**config.mk**
```make
export PLATFORM = sky130hd
export DESIGN_NAME = sdm_frac_interp
export DESIGN_NICKNAME = d
export VERILOG_FILES = /design/src/rtl/sdm_pkg.sv /design/src/rtl/sdm_mod_accum.sv /design/src/rtl/sdm_prbs.sv /design/src/rtl/sdm_shaper.sv /design/src/rtl/sdm_frac_interp.sv
export SDC_FILE = /design/constraint.sdc
export NUM_CORES = 1
export LEC_CHECK = 0
export ABC_CLOCK_PERIOD_IN_PS = 21300
export CORE_MARGIN = 2
export CORE_UTILIZATION = 30
export CTS_BUF_LIST = sky130_fd_sc_hd__clkbuf_8
export DETAILED_ROUTE_END_ITERATION = 10
export PLACE_DENSITY = 0.44
export SLEW_MARGIN = 0
export SYNTH_ARGS = -nofsm -noshare
export SYNTH_HDL_FRONTEND = slang
export SYNTH_SLANG_ARGS = --single-unit
```
**constraint.sdc**
```tcl
create_clock -name clk -period 21.3 [get_ports clk]
set_input_delay 5.325 -clock clk [delete_from_list [all_inputs] [get_ports clk]]
set_output_delay 5.325 -clock clk [all_outputs]
set_load 0.02 [all_outputs]
```
**src/rtl/sdm_pkg.sv**
```systemverilog
package sdm_pkg;
  // signed offset added to the integer part, range -3 .. +4
  typedef logic signed [3:0] off_t;
  localparam int STAGES         = 3;
  localparam int PRBS_LEN       = 21;
  localparam int PRBS_TAP       = 19;
  localparam int DITHER_MIN_MOD = 50;
  localparam int MIN_MOD        = 2;
endpackage

```
**src/rtl/sdm_mod_accum.sv**
```systemverilog
// One first-order stage: accumulator wrapping modulo a programmable modulus.
module sdm_mod_accum #(
  parameter int W = 12
) (
  input  logic         clk,
  input  logic         rst_n,
  input  logic         clr,
  input  logic         adv,
  input  logic [W-1:0] modulus,
  input  logic [W:0]   addend,
  output logic         carry,
  output logic [W-1:0] resid
);
  logic [W-1:0] acc_q;
  logic [W+1:0] sum;
  logic [W+1:0] sum_wrapped;

  always_comb begin
    sum         = {2'b00, acc_q} + {1'b0, addend};
    sum_wrapped = sum - {2'b00, modulus};
    carry       = (sum >= {2'b00, modulus});
    resid       = carry ? sum_wrapped[W-1:0] : sum[W-1:0];
  end

  always_ff @(posedge clk or negedge rst_n) begin
    if (!rst_n)   acc_q <= '0;
    else if (clr) acc_q <= '0;
    else if (adv) acc_q <= resid;
  end
endmodule

```
**src/rtl/sdm_prbs.sv**
```systemverilog
// Maximal-length Fibonacci shift register used as the dither source.
module sdm_prbs #(
  parameter int LEN = sdm_pkg::PRBS_LEN,
  parameter int TAP = sdm_pkg::PRBS_TAP
) (
  input  logic clk,
  input  logic rst_n,
  input  logic reseed,
  input  logic adv,
  output logic bit_o
);
  localparam logic [LEN-1:0] SEED = {{(LEN-1){1'b0}}, 1'b1};
  logic [LEN-1:0] state_q;
  logic           fb;

  assign fb    = state_q[LEN-1] ^ state_q[TAP-1];
  assign bit_o = state_q[LEN-1];

  always_ff @(posedge clk or negedge rst_n) begin
    if (!rst_n)      state_q <= SEED;
    else if (reseed) state_q <= SEED;
    else if (adv)    state_q <= {state_q[LEN-2:0], fb};
  end
endmodule

```
**src/rtl/sdm_shaper.sv**
```systemverilog
// Combines the stage carries with difference terms into the signed offset.
module sdm_shaper
  import sdm_pkg::*;
(
  input  logic                clk,
  input  logic                rst_n,
  input  logic                clr,
  input  logic                adv,
  input  logic [STAGES-1:0]   carries,
  output off_t                offset
);
  logic c2_d1, c3_d1, c3_d2;
  int   acc;

  always_comb begin
    acc = int'(carries[0])
        + int'(carries[1]) - int'(c2_d1)
        + int'(carries[2]) - 2 * int'(c3_d1) + int'(c3_d2);
    offset = off_t'(acc);
  end

  always_ff @(posedge clk or negedge rst_n) begin
    if (!rst_n) begin
      c2_d1 <= 1'b0; c3_d1 <= 1'b0; c3_d2 <= 1'b0;
    end else if (clr) begin
      c2_d1 <= 1'b0; c3_d1 <= 1'b0; c3_d2 <= 1'b0;
    end else if (adv) begin
      c2_d1 <= carries[1];
      c3_d1 <= carries[2];
      c3_d2 <= c3_d1;
    end
  end
endmodule

```
**src/rtl/sdm_frac_interp.sv**
```systemverilog
// Fractional interpolator: three modulo-MOD stages, noise-shaping combiner,
// optional LSB dither, divide values out on a valid/ready stream.
module sdm_frac_interp
  import sdm_pkg::*;
#(
  parameter int INT_W = 10,
  parameter int MOD_W = 12
) (
  input  logic             clk,
  input  logic             rst_n,
  input  logic             cfg_load,
  input  logic [INT_W-1:0] cfg_int,
  input  logic [MOD_W-1:0] cfg_frac,
  input  logic [MOD_W-1:0] cfg_mod,
  input  logic             cfg_dither,
  output logic             cfg_err,
  output logic             div_valid,
  input  logic             div_ready,
  output logic [INT_W:0]   div_value
);
  localparam logic [MOD_W-1:0] MOD_FLOOR = MOD_W'(MIN_MOD);
  localparam logic [MOD_W-1:0] DITH_FLOOR = MOD_W'(DITHER_MIN_MOD);
  localparam int               EXT_W = INT_W - 3;

  logic [INT_W-1:0] n_q;
  logic [MOD_W-1:0] frac_q, mod_q;
  logic             dith_q, valid_q, err_q;
  logic             bad_cfg, adv, prbs_bit, dith_bit;
  logic [STAGES-1:0] carries;
  logic [MOD_W:0]    addend [STAGES];
  logic [MOD_W-1:0]  resid  [STAGES];
  logic [MOD_W-1:0]  last_resid_unused;
  off_t              offset;

  assign bad_cfg = (cfg_mod < MOD_FLOOR) || (cfg_frac >= cfg_mod) ||
                   (cfg_dither && (cfg_mod < DITH_FLOOR));
  assign adv      = valid_q & div_ready & ~cfg_load;
  assign dith_bit = dith_q & prbs_bit;

  always_ff @(posedge clk or negedge rst_n) begin
    if (!rst_n) begin
      n_q <= '0; frac_q <= '0; mod_q <= '0;
      dith_q <= 1'b0; valid_q <= 1'b0; err_q <= 1'b0;
    end else if (cfg_load) begin
      err_q   <= bad_cfg;
      valid_q <= ~bad_cfg;
      if (!bad_cfg) begin
        n_q    <= cfg_int;
        frac_q <= cfg_frac;
        mod_q  <= cfg_mod;
        dith_q <= cfg_dither;
      end
    end
  end

  for (genvar k = 0; k < STAGES; k++) begin : g_stage
    if (k == 0) begin : g_first
      assign addend[k] = {1'b0, frac_q} + {{MOD_W{1'b0}}, dith_bit};
    end else begin : g_next
      assign addend[k] = {1'b0, resid[k-1]};
    end
    sdm_mod_accum #(.W(MOD_W)) u_acc (
      .clk(clk), .rst_n(rst_n), .clr(cfg_load), .adv(adv),
      .modulus(mod_q), .addend(addend[k]),
      .carry(carries[k]), .resid(resid[k])
    );
  end

  assign last_resid_unused = resid[STAGES-1];

  sdm_prbs u_dith (
    .clk(clk), .rst_n(rst_n), .reseed(cfg_load), .adv(adv), .bit_o(prbs_bit)
  );

  sdm_shaper u_shape (
    .clk(clk), .rst_n(rst_n), .clr(cfg_load), .adv(adv),
    .carries(carries), .offset(offset)
  );

  assign div_value = {1'b0, n_q} + {{EXT_W{offset[3]}}, offset};
  assign div_valid = valid_q;
  assign cfg_err   = err_q;
endmodule

```
==> impl_metrics.json <==
{
  "outcome": "finished, violations left",
  "failed_checks": "DRC",
  "seqCellArea_um2": 2430,
  "endpoint_kind": "output pin",
  "setup_viol": 0,
  "synth_area_um2": 7990,
  "final_common_cell": "dfrtp_1",
  "synth_ff_type": "dfrtp_1",
  "synth_cells": 839,
  "cts_max_level": 3,
  "grt_pass1_wl_mm": 33.9,
  "cts_tree": "yes",
  "worst_slew_pin_slew_ns": 1.01,
  "cp.required_ns": 15.98,
  "arrival_ns": 14.53,
  "drc": 6,
  "port_buffers": 51,
  "hpwl_mm": 15.6,
  "die_x_um": 167,
  "slowest_delay_ns": 0.61,
  "ys_seq_area_frac": 0.304,
  "initial_core_util": 0.306,
  "cp_num_buf_inv": 10,
  "first_global_vias": 6168,
  "fin_crit_sh": 0.932,
  "period_minus_slack_ns": 19.86,
  "firstDrtPassIters": 8,
  "syn_nets": 980,
  "yosysWarnings": 0,
  "ys_ff_latch": 97,
  "most-common-layout-cells": "96 x dfrtp_1, 91 x ha_1, 61 x inv_1, 53 x a21oi_1, 52 x o21ai_0",
  "clkTransAtPathRegs_ns": 0.10,
  "r2r_cells": 48,
  "grtUsageTotal": 0.152,
  "clock_latency_ns": 0.39,
  "place.gp.congestion": 0.805,
  "avgSynthCellArea_um2": 9.52,
  "final.setup_skew_ns": 0.0163,
  "multi_input_comb_area_um2": 5240,
  "wl_per_cell_um": 17.1,
  "min_path_cells": 2,
  "cts_hold_buf": 0,
  "cp_max_fo": 17,
  "crit_cells": 62,
  "io_pins": 52,
  "slew_headroom": 0.329,
  "cts_made_buffers": 9,
  "final-hold-violation-count": 0,
  "fp.dieH_um": 167,
  "cts_root_buffer": "clkbuf_8",
  "gr-total-overflow": 0,
  "fin_setup_tns_ns": 0,
  "final_max_slew_viol_count": 0,
  "grt_max_degree": 62,
  "clock_sinks": 97,
  "async_flop_share": 1.00,
  "rsz0062_at_grt": "false",
  "drtIter0Drc": 331,
  "antenna_cells": 0,
  "drive_gt1_frac": 0.0904,
  "cap_violations": 0,
  "path_delay_family": "compound AO/OA/AOI/OAI gates",
  "fmaxAchievable_mhz": 50.4,
  "ys_types": 72,
  "antenna_found_initial": 0,
  "crit_path_top_delay_cell": "clkdlybuf4s50_1",
  "core_um2": 26100,
  "vias_per_cell": 5.10,
  "cpMostUsedCell": "ha_1",
  "nets": 1021,
  "hold_class": "reg -> reg",
  "crit_type": "reg -> out",
  "fillers": 2744,
  "die-area_um2": 28000,
  "ant_nets": 0,
  "area_delta_synth_final_pct": 13.1,
  "worst_setup_path_start_kind": "register",
  "synth_edf_count": 0,
  "rows": 59,
  "wirelength_mm": 20.8,
  "vias": 6222,
  "cts_max_path_buffers": 2
}
==> state kept, by name, indices dropped and copies added (netlist names) <==
register             cells
u_dith.state_q          21
frac_q                  12
dith_q                   1
mod_q                   12
g_stage.u_acc.acc_q     36
n_q                     10
cfg_err                  1
u_shape.c2_d1            1
u_shape.c3_d2            1
div_valid                1
u_shape.c3_d1            1
==> cells by family after synthesis <==
logic type / count (synthesis) / share of synthesized area
buffers and inverters: 87 / 0.0428
multiplexers: 62 / 0.0854
XOR/XNOR: 63 / 0.0691
AND/OR/NAND/NOR: 175 / 0.108
AO/OA/AOI/OAI: 253 / 0.222
flip-flops: 97 / 0.304
adder cells (fa/ha/maj): 102 / 0.169
==> final timing paths <==
path	start	end	slack, ns
hold reg to reg	u_shape.c3_d1	u_shape.c3_d1	0.49
max in group asynchronous	rst_n	frac_q[0]	15.18
setup / recovery	u_dith.state_q[20]	div_value[9]	1.44
setup reg to reg	u_dith.state_q[20]	g_stage[2].u_acc.acc_q[9]	9.97
hold / removal	u_shape.c3_d1	u_shape.c3_d1	0.49
min in group asynchronous	rst_n	u_shape.c2_d1	4.89
==> per-layer routing <==
layer / up-vias / track usage / part of all wire
li1: 3186 / - / -
met2: 91 / 0.244 / 0.45
met3: 14 / 0.0227 / 0.026
met4: 0 / 0.0295 / 0.010
met5: - / 0 / 0
met1: 2931 / 0.219 / 0.52
==> stage by stage <==
step | utilization | std cells | setup slack [ns] | hold slack [ns] | instance area, µm²
floorplan | - | 839 | 3.29 | 0.450 | 7990
global placement | 0.339 | 1204 | 1.82 | 0.465 | 8860
detailed placement | 0.339 | 1204 | 1.65 | 0.480 | 8860
CTS | 0.346 | 1220 | 1.13 | 0.503 | 9030
global route | 0.346 | 1220 | 0.135 | 0.518 | 9040
finish | 0.346 | 1220 | 1.44 | 0.492 | 9040
==> cells in the mapped netlist, drive strengths merged (3+ instances only) <==
cell,instances,share of area
a211o,3,0.0033
a211oi,8,0.0081
a21o,19,0.018
a21oi,54,0.034
a221o,5,0.0063
a22o,40,0.044
a31o,4,0.0044
a31oi,3,0.0023
and2,3,0.0027
and3,7,0.0055
buf,12,0.0075
clkbuf,15,0.0070
dfrtp,96,0.30
fa,10,0.025
ha,92,0.14
inv,60,0.028
mux2,40,0.058
mux2i,22,0.028
nand2,43,0.020
nand2b,6,0.0047
nand3,13,0.0081
nand3b,3,0.0028
nand4,7,0.0055
nor2,48,0.023
nor2b,8,0.0063
nor3,18,0.012
nor4,8,0.0063
o211ai,4,0.0038
o21a,18,0.017
o21ai,53,0.033
o21bai,6,0.0056
o221ai,3,0.0033
o22ai,3,0.0023
o2bb2ai,3,0.0033
o31a,4,0.0044
o41ai,4,0.0053
xnor2,41,0.045
xor2,22,0.024
==> final cells by class <==
class,count,area share
multi-input combinational,655,0.579
sequential,97,0.269
timing repair buffer,57,0.0612
tap,335,0.0464
inverter,60,0.0249
clock buffer,9,0.0137
clock inverter,7,0.00581
==> worst min-delay path, cell delays in order, from the launching register on <==
cell and delay, ns:
dfrtp_1 0.35, nand2_1 0.04, o21ai_0 0.06
==> repair_timing <==
| item | CTS | global route |
|---|---|---|
| setup buffers | 0 | 0 |
| endpoints found under the setup margin | 0 | 4 |
| resized for setup | 0 | 2 |
Power is not shown: default switching activity piles up to over one toggle a cycle in this logic, so the estimate is an artifact.
